File: src/rtl/dsm_pkg.sv
package dsm_pkg;
    localparam int HALF_W  = 16;
    localparam int DATA_W  = 2 * HALF_W;
    localparam int PROD_W  = 2 * HALF_W;
    localparam int SUM_W   = DATA_W + 2;
    localparam int IDX_W   = 4;
    localparam int LANES   = 2;
    localparam logic [IDX_W-1:0] NO_ACC_IDX = '1;

    typedef struct packed {
        logic signed [HALF_W-1:0] hi;
        logic signed [HALF_W-1:0] lo;
    } halves_t;

    typedef struct packed {
        logic [DATA_W-1:0] value;
        logic              ovf;
    } acc_out_t;

    function automatic halves_t swap_halves(input halves_t x);
        halves_t r;
        r.hi = x.lo;
        r.lo = x.hi;
        return r;
    endfunction
endpackage

File: src/rtl/dsm_operand_prep.sv
module dsm_operand_prep
    import dsm_pkg::*;
(
    input  halves_t m_in,
    input  logic    swap,
    output halves_t m_out
);
    always_comb begin
        if (swap) m_out = swap_halves(m_in);
        else      m_out = m_in;
    end
endmodule

File: src/rtl/dsm_mul_pair.sv
module dsm_mul_pair
    import dsm_pkg::*;
(
    input  halves_t                        a,
    input  halves_t                        b,
    output logic [LANES-1:0][PROD_W-1:0]   prod
);
    for (genvar g = 0; g < LANES; g++) begin : g_lane
        logic signed [HALF_W-1:0] x;
        logic signed [HALF_W-1:0] y;
        logic signed [PROD_W-1:0] p;
        assign x = (g == 0) ? a.lo : a.hi;
        assign y = (g == 0) ? b.lo : b.hi;
        assign p = x * y;
        assign prod[g] = p;
    end
endmodule

File: src/rtl/dsm_accum.sv
module dsm_accum
    import dsm_pkg::*;
(
    input  logic [LANES-1:0][PROD_W-1:0] prod,
    input  logic [DATA_W-1:0]            addend,
    input  logic                         use_acc,
    output acc_out_t                     out
);
    logic signed [SUM_W-1:0] p_lo;
    logic signed [SUM_W-1:0] p_hi;
    logic signed [SUM_W-1:0] add_x;
    logic signed [SUM_W-1:0] sum;
    logic [SUM_W-DATA_W:0]   top_bits;

    always_comb begin
        p_lo  = SUM_W'($signed(prod[0]));
        p_hi  = SUM_W'($signed(prod[1]));
        add_x = use_acc ? SUM_W'($signed(addend)) : '0;
        sum   = (p_lo - p_hi) + add_x;
        top_bits  = sum[SUM_W-1:DATA_W-1];
        out.value = sum[DATA_W-1:0];
        out.ovf   = (top_bits != '0) && (top_bits != '1);
    end
endmodule

File: src/rtl/dsm_mul_sub_acc.sv
module dsm_mul_sub_acc
    import dsm_pkg::*;
(
    input  logic              clk,
    input  logic              rst,
    input  logic              in_valid,
    input  logic [DATA_W-1:0] op_n,
    input  logic [DATA_W-1:0] op_m,
    input  logic [DATA_W-1:0] op_a,
    input  logic [IDX_W-1:0]  acc_idx,
    input  logic              swap,
    input  logic              q_clear,
    output logic              out_valid,
    output logic [DATA_W-1:0] result,
    output logic              q_flag
);
    halves_t                      n_h;
    halves_t                      m_h;
    halves_t                      m_sel;
    logic [LANES-1:0][PROD_W-1:0] prod;
    acc_out_t                     acc;
    logic                         use_acc;

    assign n_h     = halves_t'(op_n);
    assign m_h     = halves_t'(op_m);
    assign use_acc = (acc_idx != NO_ACC_IDX);

    dsm_operand_prep u_prep (.m_in(m_h), .swap(swap), .m_out(m_sel));
    dsm_mul_pair     u_mul  (.a(n_h), .b(m_sel), .prod(prod));
    dsm_accum        u_acc  (.prod(prod), .addend(op_a), .use_acc(use_acc), .out(acc));

    always_ff @(posedge clk) begin
        if (rst) begin
            out_valid <= 1'b0;
            result    <= '0;
            q_flag    <= 1'b0;
        end else begin
            out_valid <= in_valid;
            if (in_valid) result <= acc.value;
            if (q_clear)                    q_flag <= 1'b0;
            else if (in_valid && acc.ovf)   q_flag <= 1'b1;
        end
    end
endmodule

File: config.mk
export PLATFORM = sky130hd
export DESIGN_NAME = dsm_mul_sub_acc
export DESIGN_NICKNAME = d
export VERILOG_FILES = /design/src/rtl/dsm_pkg.sv /design/src/rtl/dsm_operand_prep.sv /design/src/rtl/dsm_mul_pair.sv /design/src/rtl/dsm_accum.sv /design/src/rtl/dsm_mul_sub_acc.sv
export SDC_FILE = /design/constraint.sdc
export NUM_CORES = 2
export LEC_CHECK = 0
export ABC_AREA = 1
export CORE_MARGIN = 2
export CORE_UTILIZATION = 50
export CTS_CLUSTER_DIAMETER = 30
export DETAILED_ROUTE_END_ITERATION = 10
export PLACE_DENSITY = 0.83
export SETUP_SLACK_MARGIN = 0.05
export SYNTH_ARGS = -nofsm -noshare
export SYNTH_HDL_FRONTEND = slang
export SYNTH_SLANG_ARGS = --single-unit
File: constraint.sdc
create_clock -name clk -period 9.5 [get_ports clk]
set_input_delay 0.95 -clock clk [delete_from_list [all_inputs] [get_ports clk]]
set_output_delay 0.95 -clock clk [all_outputs]
set_load 0.05 [all_outputs]
# Yosys cells after proc, flatten, opt, wreduce, memory -nomap -nowiden
# Index checks and enable logic that the tools add are counted.
# op_classes
add_sub_neg	2
n_mul	2
div_mod_pow	0
order_cmp	0
n_eq_ne	2
n_shift	0
mux	2
n_bitwise	0
n_reduce_logical	4
# op_table
cell	n
$mul A16 B16 Y32	2
$add A34 B34 Y34	1
$mux W34	1
$sub A32 B32 Y33	1
$mux W32	1
$ne A4 B4 Y1 const B	1
$ne A3 B3 Y1 const B	1
$reduce_bool A3 Y1	1
$logic_and A1 B1 Y1	2
$reduce_or A2 Y1	1
# totals
reg_bits	34
latchBits	0
ramBits	0
rom_bits	0
input_bits	105
output_inout_bits	34
wordCells	15
mem_count	0

# Logic depth before layout (Yosys ltp)
# logic_depth
ltp_word	7
ltp_mapped	46
mapped_depth_nobuf	45

# Modules after synthesis
# Synthesis repeated with hierarchy kept, for this count alone.
# hier_totals
hier_cells	4066
area_unflattened_um2	27819.2
# modules_own_cells
mod	instances	cells_per_inst	area_each_um2	seq_area_each_um2
dsm_mul_pair	1	2911	21501.9	0.0
dsm_accum	1	837	4433.0	0.0
dsm_mul_sub_acc	1	214	1387.6	680.7
dsm_operand_prep	1	104	496.7	0.0

# Worst setup path before layout
# No wires, ideal clock.
# synth_path
kind	input-to-reg
startpoint	input port swap
endpoint	register q_flag
setup_time_ps	66
arrival_ps	9309
required_time_ps	9434
path_slack_ps	125
cell_stages	34
path_buffers	1
cell_sequence	inv_2 > clkbuf_1 > o21ai_0 > nor2_1 > fa_1 > fa_1 > fa_1 > inv_1 > fa_1 > fa_1 > fa_1 > fa_1 > inv_1 > fa_1 > inv_1 > ha_1 > a21o_1 > a31oi_1 > o21ai_0 > a221oi_1 > nand2_1 > xor2_1 > ha_1 > nand2_1 > a21oi_1 > nor2_1 > nand2_1 > a21oi_1 > nand3_1 > nand3_1 > nand2_1 > nand2_1 > nand3_2 > a21oi_2
# synth_via
elab_chain_len	7
elab_cells_between_ends	9
cone_classes	2 x add/sub; 2 x mul; 1 x eq/ne; 1 x mux; 3 x reduce/logical
# synth_lines
item	line_no	rtl
start, declared	dsm_mul_sub_acc.sv:11	input logic swap,
$mux W32 *	dsm_operand_prep.sv:9	if (swap) m_out = swap_halves(m_in);
$mul A16 B16 Y32	dsm_mul_pair.sv:14	assign p = x * y;
$sub A32 B32 Y33 *	dsm_accum.sv:19	sum = (p_lo - p_hi) + add_x;
$add A34 B34 Y34 *	dsm_accum.sv:19	
$ne A3 B3 Y1 / $reduce_bool A3 Y1 (equally long branches)	dsm_accum.sv:22	out.ovf = (top_bits != '0) && (top_bits != '1);
$logic_and A1 B1 Y1 *	dsm_accum.sv:22	
$logic_and A1 B1 Y1 *	dsm_mul_sub_acc.sv:41	else if (in_valid && acc.ovf) q_flag <= 1'b1;
end signal, assigned	dsm_mul_sub_acc.sv:36	q_flag <= 1'b0;
end signal, assigned	dsm_mul_sub_acc.sv:40	if (q_clear) q_flag <= 1'b0;
end signal, assigned	dsm_mul_sub_acc.sv:41	
end, declared	dsm_mul_sub_acc.sv:15	output logic q_flag
# Every way passes the cells marked *; elsewhere a longest branch is shown, timed or not.
# A chain may end at the register's enable or synchronous reset.

# Final worst setup path
# layout_path
startpoint	input port op_m[19]
endpoint	register q_flag
# layout_via
elab_chain_len	7
elab_cells_between_ends	9
cone_classes	2 x add/sub; 2 x mul; 1 x eq/ne; 1 x mux; 3 x reduce/logical
# layout_lines
item	line_no	rtl
start, declared	dsm_mul_sub_acc.sv:8	input logic [DATA_W-1:0] op_m,
$mux W32 *	dsm_operand_prep.sv:9	
$mul A16 B16 Y32	dsm_mul_pair.sv:14	
$sub A32 B32 Y33 *	dsm_accum.sv:19	
$add A34 B34 Y34 *	dsm_accum.sv:19	
$ne A3 B3 Y1 / $reduce_bool A3 Y1 (equally long branches)	dsm_accum.sv:22	
$logic_and A1 B1 Y1 *	dsm_accum.sv:22	
$logic_and A1 B1 Y1 *	dsm_mul_sub_acc.sv:41	
# Marks and branches as above.

==> impl_results.html <==
<table>
<tr><th>Metric</th><th>Value</th></tr>
<tr><th colspan="2">Status</th></tr>
<tr><td>Run status</td><td>complete, no violations</td></tr>
<tr><th colspan="2">Floorplanning</th></tr>
<tr><td>Total number of placement rows</td><td>80</td></tr>
<tr><td>Count of pins on the block boundary</td><td>139</td></tr>
<tr><td>Die height</td><td>between 200 and 250 um</td></tr>
<tr><td>Area of the die</td><td>50310 um^2</td></tr>
<tr><td>Horizontal die dimension</td><td>224.3 um</td></tr>
<tr><td>Starting density of the core</td><td>roughly 51%</td></tr>
<tr><td>Core Footprint</td><td>47850 um^2</td></tr>
<tr><th colspan="2">Final layout</th></tr>
<tr><td>Number of nets in the final layout</td><td>4364</td></tr>
<tr><td>Post-route core utilization</td><td>around 62%</td></tr>
<tr><td>Area Growth Syn to Fin</td><td>22.20%</td></tr>
<tr><td>Share of post-route cells with drive strength above 1</td><td>15.02%</td></tr>
<tr><td>Number of standard cells in the final layout excluding fillers</td><td>~4000</td></tr>
<tr><td>Number of filler instances in the final layout</td><td>between 3000 and 4000</td></tr>
<tr><th colspan="2">Clock tree</th></tr>
<tr><td>Clock tree from TritonCTS</td><td>done</td></tr>
<tr><td>Number of sinks driven by the clock tree</td><td>34</td></tr>
<tr><td>Worst-case clock buffer depth</td><td>2</td></tr>
<tr><td>Number of H-tree levels</td><td>2</td></tr>
<tr><td>Inserted Clock Buffers</td><td>5</td></tr>
<tr><td>Later-pin clock latency in the skew report</td><td>0.28 ns</td></tr>
<tr><td>Clock slew at the register clock pins of the worst setup and hold paths</td><td>approximately 0.050 ns</td></tr>
<tr><td>Hold buffer count at CTS</td><td>0</td></tr>
<tr><td>CTS root buf</td><td>sky130_fd_sc_hd__clkbuf_16</td></tr>
<tr><th colspan="2">Min path</th></tr>
<tr><td>Cell depth of the worst min-delay path</td><td>2</td></tr>
<tr><td>Path category of the worst min-delay check</td><td>flop to flop</td></tr>
<tr><th colspan="2">Logic synthesis</th></tr>
<tr><td>Most used flip-flop cell after synthesis</td><td>sky130_fd_sc_hd__dfxtp_1</td></tr>
<tr><td>Mapped cell area</td><td>24270 um^2</td></tr>
<tr><td>Compound-Gate Fraction of Synth Area</td><td>4.574%</td></tr>
<tr><td>Cell types occupying the most area after synthesis</td><td>sky130_fd_sc_hd__fa_1 49%, sky130_fd_sc_hd__inv_1 14%, sky130_fd_sc_hd__ha_1 10%, sky130_fd_sc_hd__nand2_1 7.0%, sky130_fd_sc_hd__nor2_1 6.9%</td></tr>
<tr><td>Syn Nets</td><td>3940</td></tr>
<tr><td>Synth top area share</td><td>48.67%</td></tr>
<tr><td>Yosys top cell by area</td><td>sky130_fd_sc_hd__fa_1</td></tr>
<tr><td>Post-synthesis cell count</td><td>3051</td></tr>
<tr><td>Average footprint of a synthesized cell</td><td>7.953 um^2</td></tr>
<tr><td>Warnings, synthesis</td><td>0</td></tr>
<tr><td>Simple logic cell fraction of the synthesized area</td><td>16.52%</td></tr>
<tr><td>Post-synthesis sequential area ratio</td><td>2.805%</td></tr>
<tr><td>Count of flip-flops with a built-in enable after synthesis</td><td>0</td></tr>
<tr><td>Post-synthesis mux area share</td><td>less than 1%</td></tr>
<tr><td>Post-synthesis cell type count</td><td>44</td></tr>
<tr><td>Number of flip-flops and latches in the synthesized netlist</td><td>34</td></tr>
<tr><td>Post-synthesis share of cell area spent on xor and xnor gates</td><td>2.310%</td></tr>
<tr><td>Adder-cell share of the synthesized area</td><td>58.68%</td></tr>
<tr><td>Main combinational cell family by area after synthesis</td><td>adder cells</td></tr>
<tr><td>FFs w/ async S/R, synth</td><td>0%</td></tr>
<tr><th colspan="2">Timing</th></tr>
<tr><td>Hold Vio Cnt, Final</td><td>0</td></tr>
<tr><td>Final worst-path cycle share</td><td>96.51%</td></tr>
<tr><td>Minimum clock period</td><td>9.168 ns</td></tr>
<tr><td>Number of max-slew violations in the final report</td><td>0</td></tr>
<tr><td>Worst setup skew after layout</td><td>0 ns</td></tr>
<tr><td>Achievable clock frequency</td><td>109.1 MHz</td></tr>
<tr><td>Transition at the pin with the smallest max-transition slack</td><td>0.8763 ns</td></tr>
<tr><td>Worst rel slew slack</td><td>41.40%</td></tr>
<tr><td>Count of final setup violators</td><td>0</td></tr>
<tr><th colspan="2">Global route</th></tr>
<tr><td>Gr usage total</td><td>roughly 30%</td></tr>
<tr><td>Global route total overflow</td><td>0</td></tr>
<tr><td>Antenna violations before repair</td><td>2</td></tr>
<tr><td>Via count of the first global-routing pass</td><td>23120</td></tr>
<tr><td>Pin count of the biggest net entering global routing</td><td>50</td></tr>
<tr><td>Global-route wire length before repair</td><td>115900 um</td></tr>
<tr><th colspan="2">Setup path</th></tr>
<tr><td>Cell with the most instances on the worst path</td><td>sky130_fd_sc_hd__fa_1</td></tr>
<tr><td>Data required time of the critical path</td><td>9.72 ns</td></tr>
<tr><td>Critical path's largest stage delay</td><td>between 0.6 and 0.7 ns</td></tr>
<tr><td>Depth of the most critical reg-to-reg path</td><td>4</td></tr>
<tr><td>Startpoint-to-endpoint class of the critical path</td><td>primary input to flop</td></tr>
<tr><td>Cell at the slowest stage of the critical path</td><td>sky130_fd_sc_hd__fa_2</td></tr>
<tr><td>Crit Path Max Fanout</td><td>5</td></tr>
<tr><td>Critical Path Start Type</td><td>primary input</td></tr>
<tr><td>Worst setup EP type</td><td>flop</td></tr>
<tr><td>Signal arrival time at the worst endpoint</td><td>between 9 and 10 ns</td></tr>
<tr><th colspan="2">Routing</th></tr>
<tr><td>Total DRC errors in the routed layout</td><td>0</td></tr>
<tr><td>Antenna-violating nets left</td><td>0</td></tr>
<tr><td>Number of DRC violations after detailed-routing iteration 0</td><td>1788</td></tr>
<tr><td>Post-Route WL</td><td>between 70000 and 80000 um</td></tr>
<tr><td>Vias per cell</td><td>5.184</td></tr>
<tr><td>Wire length per cell</td><td>17.57 um</td></tr>
<tr><td>Detailed Routing Iterations Pass 1</td><td>6</td></tr>
<tr><td>Vias after detailed routing</td><td>about 21000</td></tr>
<tr><th colspan="2">Flow run</th></tr>
<tr><td># Max-Cap Violations</td><td>0</td></tr>
<tr><th colspan="2">Place</th></tr>
<tr><td>Port Buffer Count</td><td>around 140</td></tr>
<tr><td>Cell count after placement</td><td>roughly 4000</td></tr>
<tr><td>Total half-perimeter wirelength after legalization and detailed placement</td><td>63230 um</td></tr>
<tr><td>Placer's final routability congestion estimate</td><td>around 1</td></tr>
</table>
state kept, by name (all words and copies together) (netlist names):
signal,count
out_valid,1
q_flag,1
result,32
synthesized netlist by cell type, types with 15 or more instances:
| library cell | instances |
|---|---|
| sky130_fd_sc_hd__xnor2_1 | 24 |
| sky130_fd_sc_hd__inv_1 | 884 |
| sky130_fd_sc_hd__nor2_1 | 443 |
| sky130_fd_sc_hd__a21oi_1 | 66 |
| sky130_fd_sc_hd__ha_1 | 194 |
| sky130_fd_sc_hd__nand2_1 | 455 |
| sky130_fd_sc_hd__xor2_1 | 40 |
| sky130_fd_sc_hd__dfxtp_1 | 34 |
| sky130_fd_sc_hd__fa_1 | 590 |
| sky130_fd_sc_hd__or2_2 | 15 |
| sky130_fd_sc_hd__clkbuf_1 | 55 |
| sky130_fd_sc_hd__nand3_1 | 53 |
| sky130_fd_sc_hd__o21ai_0 | 63 |
timing repair:
| item | in CTS | in global routing |
|---|---|---|
| setup endpoints to repair | 7 | 18 |
| resized for setup | 17 | 135 |
| pin swaps | 4 | 33 |
| setup buffers | 6 | 10 |
| cloned | 0 | 2 |
kinds of logic (layout without fill, tap and decap cells):
| group | count (synthesis) | count (layout) |
|---|---|---|
| AO/OA/AOI/OAI | 190 | 190 |
| adder cells (fa/ha/maj) | 784 | 784 |
| flip-flops | 34 | 34 |
| multiplexers | 1 | 1 |
| buffers and inverters | 970 | 1395 |
| XOR/XNOR | 64 | 64 |
| other | 0 | 2 |
| AND/OR/NAND/NOR | 1008 | 1008 |
routing by layer:
layer	share of wire (%)	GRT usage, %	up-vias
met2	48	50.30	1098
met1	35	36.01	10220
met4	7.3	16.92	0
met5	0	0	-
met3	9.5	5.304	306
li1	-	-	9592
cell usage in the layout (no fill, tap or decap), drive strengths merged, types with 9 or more instances in the layout:
cell             n
nor2           444
nand2          463
inv            882
dfxtp           34
o21ai           77
clkdlybuf4s50  135
buf            356
nor3            15
xnor2           24
or2             19
fa             590
xor2            40
nand3           56
a21o             9
ha             194
a21oi           70
worst paths after layout:
| path | from | endpoint | slack, ns |
|---|---|---|---|
| setup / recovery | op_m[19] | q_flag | 0.33 |
| hold / removal | q_flag | q_flag | 0.47 |
| setup reg to reg | result[9] | result[9] | 8.67 |
| hold reg to reg | q_flag | q_flag | 0.47 |
critical path, delay by kind of cell:
family / cells / cell delay, ns
buffers and inverters: 8 / 1.07
AO/OA/AOI/OAI: 2 / 0.25
adder cells (fa/ha/maj): 10 / 4.90
AND/OR/NAND/NOR: 17 / 2.21
through the flow:
stage / hold WS [ns] / cell area, um^2 / setup WS (ns) / setup TNS (ns)
final: 0.4745 / 29650 / 0.3316 / 0
after global routing: 0.5019 / 29650 / -0.01515 / -0.01515
after CTS: 0.4781 / 29030 / 0.2162 / 0
after detailed placement: 0.4744 / 28780 / -0.4555 / -3.218
after global placement: 0.4596 / 28780 / -0.2474 / -1.358
after floorplan: 0.6834 / 24270 / 0.1254 / 0
layout make-up:
cell class | count | area [um^2] | area share, %
clock buffers | 7 | 142.6 | 0.4810
repair buffers | 494 | 4240 | 14.30
well taps | 615 | 769.5 | 2.595
flip-flops and latches | 34 | 680.7 | 2.295
inverters | 893 | 3374 | 11.38
diodes | 2 | 5.005 | 0.01688
clock inverters | 1 | 5.005 | 0.01688
multi-input cells | 2047 | 20430 | 68.91
Power is left out: the tool's default activity adds up to more than one toggle a clock period on the data nets, which glitch-free logic cannot reach.
